--- src/rtl/intr_route_pkg.sv ---
package intr_route_pkg;
  // Strobes passed from arbitration control to the delivery datapath
  typedef struct packed {
    logic serve;  // a request is taken this cycle
    logic level;  // sampled level of the taken interrupter
  } ctrlStrb_t;

  localparam int unsigned MAX_MSI_LOG2 = 5;
endpackage

--- src/rtl/intr_route_ctrl.sv ---
module intr_route_ctrl
  import intr_route_pkg::*;
#(
  parameter int unsigned NUM_INTR = 16,
  localparam int unsigned IDX_W = (NUM_INTR > 1) ? $clog2(NUM_INTR) : 1
) (
  input  logic                clk,
  input  logic                rst,
  input  logic [NUM_INTR-1:0] intrLevel,
  input  logic [NUM_INTR-1:0] raiseReq,
  output ctrlStrb_t           strb,
  output logic [IDX_W-1:0]    pickIdx
);
  logic [NUM_INTR-1:0] pendQ;
  logic [NUM_INTR-1:0] merged;
  logic [NUM_INTR-1:0] grantOh;

  assign merged = pendQ | raiseReq;

  // lowest index wins
  always_comb begin
    pickIdx = '0;
    grantOh = '0;
    for (int i = NUM_INTR - 1; i >= 0; i--) begin
      if (merged[i]) begin
        pickIdx = IDX_W'(i);
        grantOh = '0;
        grantOh[i] = 1'b1;
      end
    end
    strb.serve = |merged;
    strb.level = intrLevel[pickIdx];
  end

  always_ff @(posedge clk) begin
    if (rst) pendQ <= '0;
    else     pendQ <= merged & ~grantOh;
  end
endmodule

--- src/rtl/intr_route_dp.sv ---
module intr_route_dp
  import intr_route_pkg::*;
#(
  parameter int unsigned NUM_INTR = 16,
  localparam int unsigned IDX_W = (NUM_INTR > 1) ? $clog2(NUM_INTR) : 1
) (
  input  logic                clk,
  input  logic                rst,
  input  ctrlStrb_t           strb,
  input  logic [IDX_W-1:0]    pickIdx,
  input  logic                lvl0,
  input  logic                msiEn,
  input  logic                msixEn,
  input  logic [2:0]          msiLog2,
  input  logic                useReq,
  input  logic [IDX_W-1:0]    useIdx,
  input  logic                useOn,
  output logic                intxOut,
  output logic                serveValid,
  output logic [IDX_W-1:0]    serveIdx,
  output logic                accepted,
  output logic                msixSend,
  output logic [IDX_W-1:0]    msixVec,
  output logic                msiSend,
  output logic [IDX_W-1:0]    msiVec,
  output logic                useChg,
  output logic [NUM_INTR-1:0] msixInUse
);
  logic [2:0]       lgEff;
  logic [IDX_W-1:0] foldMask;
  logic             anyMsg;

  assign lgEff  = (msiLog2 > 3'(MAX_MSI_LOG2)) ? 3'(MAX_MSI_LOG2) : msiLog2;
  assign anyMsg = msiEn | msixEn;

  generate
    for (genvar b = 0; b < IDX_W; b++) begin : g_mask
      assign foldMask[b] = (b < int'(lgEff));
    end
  endgenerate

  always_ff @(posedge clk) begin
    if (rst) begin
      intxOut    <= 1'b0;
      serveValid <= 1'b0;
      serveIdx   <= '0;
      accepted   <= 1'b0;
      msixSend   <= 1'b0;
      msixVec    <= '0;
      msiSend    <= 1'b0;
      msiVec     <= '0;
    end else begin
      intxOut    <= lvl0 & ~anyMsg;
      serveValid <= strb.serve;
      serveIdx   <= pickIdx;
      accepted   <= strb.serve & strb.level & anyMsg;
      msixSend   <= strb.serve & strb.level & msixEn;
      msiSend    <= strb.serve & strb.level & msiEn & ~msixEn;
      msixVec    <= pickIdx;
      msiVec     <= pickIdx & foldMask;
    end
  end

  // in-use flags for extended message vectors
  always_ff @(posedge clk) begin
    if (rst) begin
      msixInUse <= '0;
      useChg    <= 1'b0;
    end else begin
      useChg <= 1'b0;
      if (useReq && msixEn && (int'(useIdx) < NUM_INTR)
          && (msixInUse[useIdx] != useOn)) begin
        msixInUse[useIdx] <= useOn;
        useChg            <= 1'b1;
      end
    end
  end
endmodule

--- src/rtl/intr_route.sv ---
module intr_route
  import intr_route_pkg::*;
#(
  parameter int unsigned NUM_INTR = 16,
  localparam int unsigned IDX_W = (NUM_INTR > 1) ? $clog2(NUM_INTR) : 1
) (
  input  logic                clk,
  input  logic                rst,
  input  logic [NUM_INTR-1:0] intrLevel,
  input  logic [NUM_INTR-1:0] raiseReq,
  input  logic                msiEn,
  input  logic                msixEn,
  input  logic [2:0]          msiLog2,
  input  logic                condMap,
  input  logic                useReq,
  input  logic [IDX_W-1:0]    useIdx,
  input  logic                useOn,
  output logic                intxOut,
  output logic                serveValid,
  output logic [IDX_W-1:0]    serveIdx,
  output logic                accepted,
  output logic                msixSend,
  output logic [IDX_W-1:0]    msixVec,
  output logic                msiSend,
  output logic [IDX_W-1:0]    msiVec,
  output logic                useChg,
  output logic [NUM_INTR-1:0] msixInUse,
  output logic                mapAllowed
);
  ctrlStrb_t        strb;
  logic [IDX_W-1:0] pickIdx;

  assign mapAllowed = ~condMap | msiEn | msixEn;

  intr_route_ctrl #(.NUM_INTR(NUM_INTR)) u_ctrl (
    .clk(clk), .rst(rst), .intrLevel(intrLevel), .raiseReq(raiseReq),
    .strb(strb), .pickIdx(pickIdx)
  );

  intr_route_dp #(.NUM_INTR(NUM_INTR)) u_dp (
    .clk(clk), .rst(rst), .strb(strb), .pickIdx(pickIdx),
    .lvl0(intrLevel[0]), .msiEn(msiEn), .msixEn(msixEn), .msiLog2(msiLog2),
    .useReq(useReq), .useIdx(useIdx), .useOn(useOn),
    .intxOut(intxOut), .serveValid(serveValid), .serveIdx(serveIdx),
    .accepted(accepted), .msixSend(msixSend), .msixVec(msixVec),
    .msiSend(msiSend), .msiVec(msiVec), .useChg(useChg),
    .msixInUse(msixInUse)
  );
endmodule

--- config.mk ---
export PLATFORM = sky130hd
export DESIGN_NAME = intr_route
export DESIGN_NICKNAME = d
export VERILOG_FILES = /design/src/rtl/intr_route_pkg.sv /design/src/rtl/intr_route_ctrl.sv /design/src/rtl/intr_route_dp.sv /design/src/rtl/intr_route.sv
export SDC_FILE = /design/constraint.sdc
export NUM_CORES = 1
export LEC_CHECK = 0
export ABC_AREA = 1
export BUFFER_PORTS_ARGS = -buffer_cell sky130_fd_sc_hd__buf_4
export CORE_MARGIN = 2
export CORE_UTILIZATION = 52
export CTS_CLUSTER_SIZE = 12
export DETAILED_ROUTE_END_ITERATION = 10
export PLACE_DENSITY = 0.84
export SLEW_MARGIN = 10
export SYNTH_ARGS = -nofsm -noshare
export SYNTH_HDL_FRONTEND = slang
export SYNTH_SLANG_ARGS = --single-unit
--- constraint.sdc ---
create_clock -name clk -period 4.2 [get_ports clk]
set_clock_uncertainty 0.15 [all_clocks]
set_input_delay 0.63 -clock clk [delete_from_list [all_inputs] [get_ports clk]]
set_output_delay 0.63 -clock clk [all_outputs]
set_load 0.005 [all_outputs]
==> impl_metrics.toml <==
[status]
outcome = "completed"

[critical_path]
crit_fanout = 11
critPathRequiredTime_ns = 4.26
critPathBufInv = 7
slowest_delay_ns = 0.27
worstPathArrival_ns = 2.38
cp_slowest_cell = "inv_1"
crit_path_end_kind = "flip-flop"
cp_cell_sequence = "buf_4, inv_1, nand2_1, inv_2, nand2_1, nor2_2, inv_2, nor2_2, nand2_1, nor2_4, inv_2, nor2_1, inv_2, nor2_1, nand2_1, nand3_1, inv_1"
path_delay_family = "simple AND/OR/NAND/NOR gates"
rrSetupSlack_ns = 2.11
startpoint_type = "primary input"
path_class = "primary input to flip-flop"

[place]
hpwlAfterDp_microns = 4005
gp_congestion = 0.9093
port_buffers = 80
dp_cells = 419

[routing]
highest_layer = "met4"
num_vias = 2204
antenna_left = 0
firstDrtPassIters = 5
dr_wl_met2_microns = 2533
wl_met3_microns = 428
routed_wl_microns = 5365
post_drt_wl_per_cell_microns = 12.56
drc = 0
wl_met1_microns = 2333
viasPerCell = 5.162
detail_route.iter0.violations = 79

[power_and_ir_drop]
sequentialPowerShare_pct = 52.0
leakage_nw = 1.378
sw_frac_of_total_pct = 27.82
ir_worst_vdd_v = 0.0002359
pwr-share-comb_pct = 16.0
p_switching_uw = 241.2
internal_power_uw = 625.8
total_power_uw = 867.0
clockPowerShare_pct = 32.0
powerDensity_nw_per_um2 = 303.7

[final_layout]
n_fill_cell = 341
final_cells = 427
area_growth_pct = 32.52
utilization_pct = 71.38
nets = 422
antennaDiodeCount = 0
regArea_sq_um = 900.9
drive_gt1_share_pct = 31.30
multi_input_area_sq_um = 1055

[die]
coreArea_sq_um = 4000
die_w_microns = 68.37
start_util_pct = 53.86
die_y_microns = 68.37
pin_count = 81
rows = 23
die_area_sq_um = 4674

[cts]
cts_buffer_depth = 2
clkSinkCount = 45
htreeDepth = 2
clk_pin_slew_worst_paths_ns = 0.08
cts_tree = "built"
clk_latency_ns = 0.31
post-cts-setup-buffers = 0
numCtsBuffers = 5
ctsResizeCount = 0
clockRootBuffer = "clkbuf_8"
cts_hold_buf = 0

[logic_synthesis]
avgSynthCellArea_sq_um = 7.206
ys.flop_type = "dfxtp_1"
synth_fa_ha_area_share_pct = 0
synthesis.nets = 345
ys_ff_latch = 45
yosys.area.top_type = "dfxtp_1"
yosys.area_share.xor_xnor_pct = 0
yosysUniqueCellTypes = 31
muxShareOfSynthArea_pct = 0
synth_top_area_share_pct = 41.81
async_flop_share_pct = 0
synthSimpleGateAreaFrac_pct = 35.60
netlist_instances = 299
synth_area_leaders = "dfxtp_1, nand2_1, nor2_1"
synth_top_family_by_area = "simple AND/OR/NAND/NOR gates"
synth-edff-count = 0
synth_compound_area_share_pct = 13.36
syn_area_sq_um = 2155
yosysWarnings = 0
synth-seq-area-share_pct = 41.81

[global_route]
grt_max_degree = 22
grt_usage_pct = 23.89
grt_pass1_wl_microns = 8369
antenna_found_initial = 0
grt_pass1_vias = 1914
overflow = 0

[sta]
hold_viol = 0
maxSlewViolCount = 0
tightestPinTransition_ns = 0.6348
setup_viol = 0
maxSlewHeadroom_pct = 57.63
fin_setup_tns_ns = 0
rsz0062_at_grt = "false"
fin_crit_sh_pct = 55.43
period_needed_ns = 2.328
max_clock_freq_mhz = 429.6

[flow_run]
maxCapViolCount = 0

[worst_hold_path]
holdCritPathClass = "flip-flop to flip-flop"
routing by layer:
metal	vias up	global-route usage, %
met1	978	30.23
met4	0	9.750
met5	-	0
met3	8	7.072
li1	1126	-
met2	92	37.86
kinds of logic (layout without fill, tap and decap cells):
kind of cell | Yosys count | after routing
AO/OA/AOI/OAI | 48 | 48
buffers and inverters | 48 | 126
AND/OR/NAND/NOR | 158 | 158
flip-flops | 45 | 45
state kept, by name, summed over array words and instances, names as in the netlist:
register	count
u_dp.useChg	1
u_dp.intxOut	1
u_dp.msixSend	1
u_dp.msiSend	1
u_dp.accepted	1
u_dp.serveIdx	4
u_dp.msixInUse	16
u_dp.msiVec	4
u_dp.serveValid	1
u_ctrl.pendQ	15
layout by cell type, fill, tap and decap left out, types with 2 or more instances in the layout:
| cell type | count |
|---|---|
| nor2_1 | 39 |
| nand2_4 | 2 |
| inv_2 | 9 |
| buf_4 | 80 |
| nand2_1 | 54 |
| nand3_1 | 26 |
| dfxtp_1 | 45 |
| a311oi_1 | 2 |
| nor3_1 | 14 |
| nor2_4 | 5 |
| a211oi_1 | 2 |
| inv_1 | 29 |
| nor2_2 | 6 |
| nand3_2 | 3 |
| a22oi_1 | 8 |
| nand2_2 | 3 |
| clkbuf_8 | 5 |
| o21ai_1 | 13 |
| a21oi_1 | 18 |
power by group through the flow:
stage	Clock [mW]	Sequential [mW]	Combinational [mW]
after floorplan	0	0.460	0.0753
after global placement	0	0.460	0.135
after detailed placement	0	0.461	0.137
after CTS	0.284	0.451	0.138
after global routing	0.302	0.452	0.154
final	0.278	0.451	0.139
cell usage after synthesis, types with 3 or more instances:
library cell,n
nor3_1,14
nor2_1,39
clkbuf_1,5
buf_4,4
nand3_2,3
inv_1,29
nor2_4,5
nand3_1,26
dfxtp_1,45
o21ai_1,13
nor2_2,6
a22oi_1,8
inv_2,9
nand2_2,3
a21oi_1,18
nand2_1,54
final cells by class:
class	count	share of cell area, %
Clock buffer	5	2.410
Clock inverter	3	0.8764
Inverter	38	4.996
Multi-Input combinational cell	206	36.94
Sequential cell	45	31.55
Tap cell	50	2.191
Timing Repair Buffer	80	21.03
metrics by stage:
| step | instance area, sq um | hold WS (ns) | setup WS (ns) |
|---|---|---|---|
| finish | 2855 | 0.3670 | 1.872 |
| global route | 2855 | 0.3946 | 1.614 |
| CTS | 2855 | 0.3727 | 1.896 |
| detailed placement | 2761 | 0.3525 | 1.589 |
| global placement | 2761 | 0.3447 | 1.670 |
| floorplan | 2155 | 0.3338 | 2.018 |
worst paths after layout:
kind / start / end / depth (start not counted)
setup / recovery: raiseReq[0] / u_ctrl.pendQ[11] / 17
hold / removal: u_ctrl.pendQ[13] / u_ctrl.pendQ[13] / 2
setup reg to reg: u_ctrl.pendQ[14] / u_dp.msiSend / 22
hold reg to reg: u_ctrl.pendQ[13] / u_ctrl.pendQ[13] / 2
worst reg2reg max path: stages (launching register included):
cell     delay (ns)
dfxtp_1        0.33
nor2_4         0.11
nand2_1        0.06
nand2_1        0.05
nand2_1        0.04
nand2_1        0.05
nand2_1        0.05
nand2_1        0.06
nand2_1        0.05
nand2_1        0.06
nand2_1        0.04
nand2_1        0.06
nand2_1        0.04
nand2_1        0.08
nand2_2        0.06
nand2_4        0.11
nand2_4        0.10
nand2_1        0.08
nand3_1        0.07
nand3_1        0.11
nand3_2        0.07
nand2_2        0.11
nor2_1         0.05
(Power assumes the default switching activity.)
